<file path="src/rtl/fpm_pkg.sv">
package fpm_pkg;

  // Outcome class decided in the first stage and carried down the pipe
  typedef enum logic [2:0] {
    SPC_NONE    = 3'd0,
    SPC_ZERO    = 3'd1,
    SPC_INF     = 3'd2,
    SPC_NAN     = 3'd3,
    SPC_INVALID = 3'd4
  } spc_e;

endpackage

</file>
<file path="src/rtl/fpm_prep.sv">
module fpm_prep
  import fpm_pkg::*;
#(
  parameter  int EXP_W  = 8,
  parameter  int FRAC_W = 23,
  localparam int W      = 1 + EXP_W + FRAC_W,
  localparam int SIG_W  = FRAC_W + 1,
  localparam int ESUM_W = EXP_W + 2
) (
  input  logic                     clk,
  input  logic                     rst_n,
  input  logic                     in_valid,
  input  logic [W-1:0]             op_a,
  input  logic [W-1:0]             op_b,
  output logic                     s1_valid,
  output logic                     s1_sign,
  output logic signed [ESUM_W-1:0] s1_exp,
  output logic [SIG_W-1:0]         s1_sig_a,
  output logic [SIG_W-1:0]         s1_sig_b,
  output spc_e                     s1_spc
);

  localparam int BIAS = (1 << (EXP_W - 1)) - 1;
  localparam logic signed [ESUM_W-1:0] BIAS_S = ESUM_W'(BIAS);

  logic [W-1:0]     ops    [2];
  logic             is_zero[2];
  logic             is_inf [2];
  logic             is_nan [2];
  logic [SIG_W-1:0] sig    [2];
  logic [EXP_W-1:0] efld   [2];

  assign ops[0] = op_a;
  assign ops[1] = op_b;

  for (genvar i = 0; i < 2; i++) begin : g_cls
    logic [FRAC_W-1:0] frac;
    assign efld[i]    = ops[i][W-2 -: EXP_W];
    assign frac       = ops[i][FRAC_W-1:0];
    assign is_zero[i] = (efld[i] == '0);
    assign is_inf[i]  = (efld[i] == '1) && (frac == '0);
    assign is_nan[i]  = (efld[i] == '1) && (frac != '0);
    assign sig[i]     = {1'b1, frac};
  end

  logic                     sign_n;
  logic signed [ESUM_W-1:0] exp_n;
  spc_e                     spc_n;

  always_comb begin
    sign_n = op_a[W-1] ^ op_b[W-1];
    exp_n  = $signed({2'b00, efld[0]}) + $signed({2'b00, efld[1]}) - BIAS_S;
    if (is_nan[0] || is_nan[1])
      spc_n = SPC_NAN;
    else if ((is_inf[0] && is_zero[1]) || (is_zero[0] && is_inf[1]))
      spc_n = SPC_INVALID;
    else if (is_inf[0] || is_inf[1])
      spc_n = SPC_INF;
    else if (is_zero[0] || is_zero[1])
      spc_n = SPC_ZERO;
    else
      spc_n = SPC_NONE;
  end

  always_ff @(posedge clk or negedge rst_n) begin
    if (!rst_n) s1_valid <= 1'b0;
    else        s1_valid <= in_valid;
  end

  always_ff @(posedge clk) begin
    if (in_valid) begin
      s1_sign  <= sign_n;
      s1_exp   <= exp_n;
      s1_sig_a <= sig[0];
      s1_sig_b <= sig[1];
      s1_spc   <= spc_n;
    end
  end

endmodule

</file>
<file path="src/rtl/fpm_sigmul.sv">
module fpm_sigmul
  import fpm_pkg::*;
#(
  parameter  int EXP_W  = 8,
  parameter  int FRAC_W = 23,
  localparam int SIG_W  = FRAC_W + 1,
  localparam int PROD_W = 2 * SIG_W,
  localparam int ESUM_W = EXP_W + 2
) (
  input  logic                     clk,
  input  logic                     rst_n,
  input  logic                     s1_valid,
  input  logic                     s1_sign,
  input  logic signed [ESUM_W-1:0] s1_exp,
  input  logic [SIG_W-1:0]         s1_sig_a,
  input  logic [SIG_W-1:0]         s1_sig_b,
  input  spc_e                     s1_spc,
  output logic                     s2_valid,
  output logic                     s2_sign,
  output logic signed [ESUM_W-1:0] s2_exp,
  output logic [PROD_W-1:0]        s2_prod,
  output spc_e                     s2_spc
);

  logic [PROD_W-1:0] prod_n;

  always_comb begin
    prod_n = PROD_W'(s1_sig_a) * PROD_W'(s1_sig_b);
  end

  always_ff @(posedge clk or negedge rst_n) begin
    if (!rst_n) s2_valid <= 1'b0;
    else        s2_valid <= s1_valid;
  end

  always_ff @(posedge clk) begin
    if (s1_valid) begin
      s2_sign <= s1_sign;
      s2_exp  <= s1_exp;
      s2_prod <= prod_n;
      s2_spc  <= s1_spc;
    end
  end

endmodule

</file>
<file path="src/rtl/fpm_rndpack.sv">
module fpm_rndpack
  import fpm_pkg::*;
#(
  parameter  int EXP_W  = 8,
  parameter  int FRAC_W = 23,
  localparam int W      = 1 + EXP_W + FRAC_W,
  localparam int SIG_W  = FRAC_W + 1,
  localparam int PROD_W = 2 * SIG_W,
  localparam int ESUM_W = EXP_W + 2
) (
  input  logic                     clk,
  input  logic                     rst_n,
  input  logic                     s2_valid,
  input  logic                     s2_sign,
  input  logic signed [ESUM_W-1:0] s2_exp,
  input  logic [PROD_W-1:0]        s2_prod,
  input  spc_e                     s2_spc,
  output logic                     out_valid,
  output logic [W-1:0]             out_prod,
  output logic                     out_ovf,
  output logic                     out_unf,
  output logic                     out_inv
);

  localparam int EMAX = (1 << EXP_W) - 2;
  localparam logic signed [ESUM_W-1:0] EMAX_S = ESUM_W'(EMAX);
  localparam logic signed [ESUM_W-1:0] EMIN_S = ESUM_W'(1);
  localparam logic [W-1:0] QNAN = {1'b0, {EXP_W{1'b1}}, 1'b1, {(FRAC_W-1){1'b0}}};

  logic                     hi;
  logic [FRAC_W-1:0]        mant_pre;
  logic                     guard;
  logic                     sticky;
  logic                     rnd_up;
  logic                     carry;
  logic [FRAC_W-1:0]        mant_r;
  logic signed [ESUM_W-1:0] exp_n;
  logic signed [ESUM_W-1:0] exp_r;
  logic [W-1:0]             res_n;
  logic                     ovf_n, unf_n, inv_n;

  always_comb begin
    // normalize: at most a single place, product lies in [1,4)
    hi       = s2_prod[PROD_W-1];
    mant_pre = hi ? s2_prod[PROD_W-2 -: FRAC_W] : s2_prod[PROD_W-3 -: FRAC_W];
    guard    = hi ? s2_prod[PROD_W-2-FRAC_W] : s2_prod[PROD_W-3-FRAC_W];
    sticky   = (|s2_prod[PROD_W-4-FRAC_W:0]) | (hi & s2_prod[PROD_W-3-FRAC_W]);
    exp_n    = s2_exp + {{(ESUM_W-1){1'b0}}, hi};
    // nearest, ties to even
    rnd_up          = guard & (sticky | mant_pre[0]);
    {carry, mant_r} = {1'b0, mant_pre} + {{FRAC_W{1'b0}}, rnd_up};
    exp_r           = exp_n + {{(ESUM_W-1){1'b0}}, carry};

    ovf_n = 1'b0;
    unf_n = 1'b0;
    inv_n = 1'b0;
    unique case (s2_spc)
      SPC_NAN:     res_n = QNAN;
      SPC_INVALID: begin
        res_n = QNAN;
        inv_n = 1'b1;
      end
      SPC_INF:     res_n = {s2_sign, {EXP_W{1'b1}}, {FRAC_W{1'b0}}};
      SPC_ZERO:    res_n = {s2_sign, {(W-1){1'b0}}};
      default: begin
        if (exp_r > EMAX_S) begin
          res_n = {s2_sign, {EXP_W{1'b1}}, {FRAC_W{1'b0}}};
          ovf_n = 1'b1;
        end else if (exp_r < EMIN_S) begin
          res_n = {s2_sign, {(W-1){1'b0}}};
          unf_n = 1'b1;
        end else begin
          res_n = {s2_sign, exp_r[EXP_W-1:0], mant_r};
        end
      end
    endcase
  end

  always_ff @(posedge clk or negedge rst_n) begin
    if (!rst_n) out_valid <= 1'b0;
    else        out_valid <= s2_valid;
  end

  always_ff @(posedge clk) begin
    if (s2_valid) begin
      out_prod <= res_n;
      out_ovf  <= ovf_n;
      out_unf  <= unf_n;
      out_inv  <= inv_n;
    end
  end

endmodule

</file>
<file path="src/rtl/fp32_mul_pipe.sv">
module fp32_mul_pipe
  import fpm_pkg::*;
#(
  parameter  int EXP_W  = 8,
  parameter  int FRAC_W = 23,
  localparam int W      = 1 + EXP_W + FRAC_W,
  localparam int SIG_W  = FRAC_W + 1,
  localparam int PROD_W = 2 * SIG_W,
  localparam int ESUM_W = EXP_W + 2
) (
  input  logic         clk,
  input  logic         rst_n,
  input  logic         in_valid,
  input  logic [W-1:0] op_a,
  input  logic [W-1:0] op_b,
  output logic         out_valid,
  output logic [W-1:0] out_prod,
  output logic         out_ovf,
  output logic         out_unf,
  output logic         out_inv
);

  // reset: asserted asynchronously, released on the clock
  logic [1:0] rst_sync;
  logic       rst_sync_n;

  always_ff @(posedge clk or negedge rst_n) begin
    if (!rst_n) rst_sync <= 2'b00;
    else        rst_sync <= {rst_sync[0], 1'b1};
  end
  assign rst_sync_n = rst_sync[1];

  logic                     s1_valid, s1_sign;
  logic signed [ESUM_W-1:0] s1_exp;
  logic [SIG_W-1:0]         s1_sig_a, s1_sig_b;
  spc_e                     s1_spc;

  logic                     s2_valid, s2_sign;
  logic signed [ESUM_W-1:0] s2_exp;
  logic [PROD_W-1:0]        s2_prod;
  spc_e                     s2_spc;

  fpm_prep #(.EXP_W(EXP_W), .FRAC_W(FRAC_W)) u_prep (
    .clk      (clk),
    .rst_n    (rst_sync_n),
    .in_valid (in_valid),
    .op_a     (op_a),
    .op_b     (op_b),
    .s1_valid (s1_valid),
    .s1_sign  (s1_sign),
    .s1_exp   (s1_exp),
    .s1_sig_a (s1_sig_a),
    .s1_sig_b (s1_sig_b),
    .s1_spc   (s1_spc)
  );

  fpm_sigmul #(.EXP_W(EXP_W), .FRAC_W(FRAC_W)) u_sigmul (
    .clk      (clk),
    .rst_n    (rst_sync_n),
    .s1_valid (s1_valid),
    .s1_sign  (s1_sign),
    .s1_exp   (s1_exp),
    .s1_sig_a (s1_sig_a),
    .s1_sig_b (s1_sig_b),
    .s1_spc   (s1_spc),
    .s2_valid (s2_valid),
    .s2_sign  (s2_sign),
    .s2_exp   (s2_exp),
    .s2_prod  (s2_prod),
    .s2_spc   (s2_spc)
  );

  fpm_rndpack #(.EXP_W(EXP_W), .FRAC_W(FRAC_W)) u_rndpack (
    .clk       (clk),
    .rst_n     (rst_sync_n),
    .s2_valid  (s2_valid),
    .s2_sign   (s2_sign),
    .s2_exp    (s2_exp),
    .s2_prod   (s2_prod),
    .s2_spc    (s2_spc),
    .out_valid (out_valid),
    .out_prod  (out_prod),
    .out_ovf   (out_ovf),
    .out_unf   (out_unf),
    .out_inv   (out_inv)
  );

endmodule

</file>
<file path="config.mk">
export PLATFORM = sky130hd
export DESIGN_NAME = fp32_mul_pipe
export DESIGN_NICKNAME = d
export VERILOG_FILES = /design/src/rtl/fpm_pkg.sv /design/src/rtl/fpm_prep.sv /design/src/rtl/fpm_sigmul.sv /design/src/rtl/fpm_rndpack.sv /design/src/rtl/fp32_mul_pipe.sv
export SDC_FILE = /design/constraint.sdc
export NUM_CORES = 2
export LEC_CHECK = 0
export ABC_AREA = 1
export BUFFER_PORTS_ARGS = -buffer_cell sky130_fd_sc_hd__buf_2
export CAP_MARGIN = 40
export CORE_MARGIN = 5
export CORE_UTILIZATION = 50
export DETAILED_ROUTE_END_ITERATION = 6
export PLACE_DENSITY = 0.67
export SYNTH_ARGS = -nofsm -noshare
export SYNTH_HDL_FRONTEND = slang
export SYNTH_SLANG_ARGS = --single-unit
export TNS_END_PERCENT = 10
</file>
<file path="constraint.sdc">
create_clock -name clk -period 0.8 [get_ports clk]
set_input_delay 0.16 -clock clk [delete_from_list [all_inputs] [get_ports clk]]
set_output_delay 0.16 -clock clk [all_outputs]
set_load 0.005 [all_outputs]
</file>
==> results.toml <==
[global_route]
grt_most_used_layer = "met2"
met3_usage = 0.04486
grt_use_met1 = 0.3190
grt_overflow = 0
grt_max_degree = 45
grt_pass1_wl_um = 120600
grt_pass1_vias = 24220
grt_use_met2 = 0.4402
grtUsageTotal = 0.2525
antenna_found_initial = 0

[clock_tree]
clkLatencyLatePin_ps = 500
cts_htree_levels = 4
cts_sinks = 162
clock-root-buffer = "clkbuf_16"
cts_buffers = 17
cts_buffer_depth = 2
path_clk_slew_ps = 80
cts_tree = "yes"

[placement]
io_buffers = 102
dpl_cell_area_um2 = 32770
gp_congestion = 0.9355
post-dp-hpwl_um = 60600

[status]
status = "finished, violations left"
failed_checks = "setup timing"

[floorplan]
dieArea_um2 = 59970
start_util = 0.5027
die_w_um = 244.9
ios = 103
die_h_um = 244.9
core_um2 = 54880
fp-row-count = 86

[finish]
fillCellCount = 4540
layout-drive-gt1-share = 0.2201
diodes = 0
layout_common_cells = "1010 x inv_1, 897 x nand2_1, 474 x fa_1"
final_area_um2 = 34970
area_growth_pct = 26.77
fin_nets = 4702
seqCellArea_um2 = 4841
multi_input_area_um2 = 19580
mostFrequentLayoutCell = "inv_1"

[yosys]
synth_nets = 4181
yosys_register_bits = 162
yosys_warnings = 0
ys_types = 44
syn_avg_cell_area_um2 = 8.005
syn_inst = 3446
syn_area_um2 = 27590
ys_seq_area_frac = 0.1754

[sta]
fmax_mhz = 165.5
fin_crit_ps = 6042
timing.final.crit_share = 7.552
skew_ps = 15.54
fin_ws_ps = -5242
hold_viol_final = 0
finalSetupViolCount = 228
rsz0062_at_grt = "true"
drv_slew = 0

[route]
post_drt_wl_per_cell_um = 15.54
drtIter0Drc = 1513
postRouteAntennaNets = 0
num_vias = 22940
dr.pass1.iters = 5
drc = 0
viasPerCell = 4.897
routed_wl_um = 72780

[worst_setup_path]
arrival_ps = 6280
worstSetupPathType = "reg -> reg"
worstPathMaxFanout = 9
cp_slowest_cell = "fa_1"
max_stage_delay_ps = 570
startpoint_type = "flip-flop"
setup.worst_path.end_class = "flip-flop"
regToRegSetupSlack_ps = -5240
path_cells = "buf_6 > nand2_1 > inv_1 > fa_1 > fa_1 > inv_1 > fa_1 > fa_1 > inv_1 > fa_1 > fa_1 > fa_2 > ha_4 > nand2_1 > nor2_2 > nand2_2 > nor3_2 > nand4_1 > nand4_1 > nand2_1"
path_common_cell = "fa_1"
cp_data_required_time_ps = 1040

[worst_hold_path]
hold_path.class = "reg -> async"

[run]
drv_cap = 0
[synth_stat cells (all sizes together)]
master	instances	area (um^2)
a21oi	62	314.1
nor3	20	115.1
a21o	1	7.510
a21boi	2	15.01
o21a	3	22.52
o211ai	1	21.27
nand4	25	156.4
inv	1046	3929
nor2	176	754.5
or2	5	31.28
nand2	970	3661
and2	3	18.77
o22ai	1	6.260
dfrtp	5	125.1
conb	1	3.750
clkbuf	92	345.3
o21ai	47	257.7
nor3b	1	7.510
nor4	7	43.79
nand3	77	390.4
xor2	36	315.3
edfxtp	157	4715
ha	184	2302
buf	9	98.84
o21bai	9	67.56
nand3b	4	30.03
fa	484	9689
xnor2	15	131.4
clkinv	3	11.26
[through the flow]
step / std cells / setup WS, ps / TNS, ps / util / hold WS [ps]
6_report: 4684 / -5242 / -334530 / 0.6373 / 56.15
5_1_grt: 4684 / -5477 / -359770 / 0.6373 / 58.72
4_1_cts: 4680 / -5202 / -340600 / 0.6298 / 53.52
3_5_place_dp: 4583 / -5389 / -348120 / 0.5972 / -53.81
3_3_place_gp: 4583 / -5373 / -344640 / 0.5972 / -52.33
2_1_floorplan: 3446 / -4894 / -389460 / - / -135.6
[worst paths after layout]
check	from	end	cells past startpoint
max	u_prep.s1_sig_a[21]	u_sigmul.s2_prod[38]	20
min	rst_sync[1]	u_sigmul.s2_valid	0
max reg2reg	u_prep.s1_sig_a[21]	u_sigmul.s2_prod[38]	20
min reg2reg	rst_sync[1]	u_sigmul.s2_valid	0
max in group asynchronous	rst_n	rst_sync[0]	3
min in group clk	in_valid	u_prep.s1_valid	2
[what timing repair did]
action / in CTS / in global routing
cloned: 0 / 1
endpoints found under the hold margin: 49 / 0
gates resized for setup: 155 / 105
setup endpoints to repair: 228 / 228
pin swaps: 40 / 29
setup buffers: 15 / 3
hold buffers: 50 / 0
[area by class of cell]
class	count	area share
timing repair buffer	603	0.1480
clock inverter	11	0.003041
inverter	1049	0.1127
clock buffer	21	0.01259
multi-input combinational	2134	0.5600
tap	704	0.02519
sequential	162	0.1384
[worst max-delay path: cells and delay by family, from the launching register on]
kind                       cells  cell delay (ps)
adders and majority gates      8             3940
buffers and inverters          4              350
and+or+nand+nor                8              980
DFF                            1              500
[routing by layer]
metal,vias up,routed length [um]
met5,-,0
met4,0,2629
met3,178,4603
met2,739,36220
met1,11110,29330
li1,10910,-
[sequential cells by signal, indices dropped and copies added (netlist names)]
name and flops:
u_sigmul.s2_prod 48, u_rndpack.out_prod 32, u_prep.s1_sig_a 23, u_prep.s1_sig_b 23, u_prep.s1_exp 10, u_sigmul.s2_exp 10, u_prep.s1_spc 3, u_sigmul.s2_spc 3
rst_sync 2, u_prep.s1_sign 1, u_prep.s1_valid 1, u_rndpack.out_inv 1, u_rndpack.out_ovf 1, u_rndpack.out_unf 1, u_rndpack.out_valid 1, u_sigmul.s2_sign 1
u_sigmul.s2_valid 1
[cells by family after synthesis]
logic type / synth area share
other cells: 0.0001359
compound gates: 0.02581
simple gates: 0.1888
buf+inv: 0.1589
xor+xnor: 0.01619
flops: 0.1754
fa+ha+maj: 0.4347
Power is not shown: default switching activity piles up to over one toggle a cycle in this logic, so the estimate is an artifact.
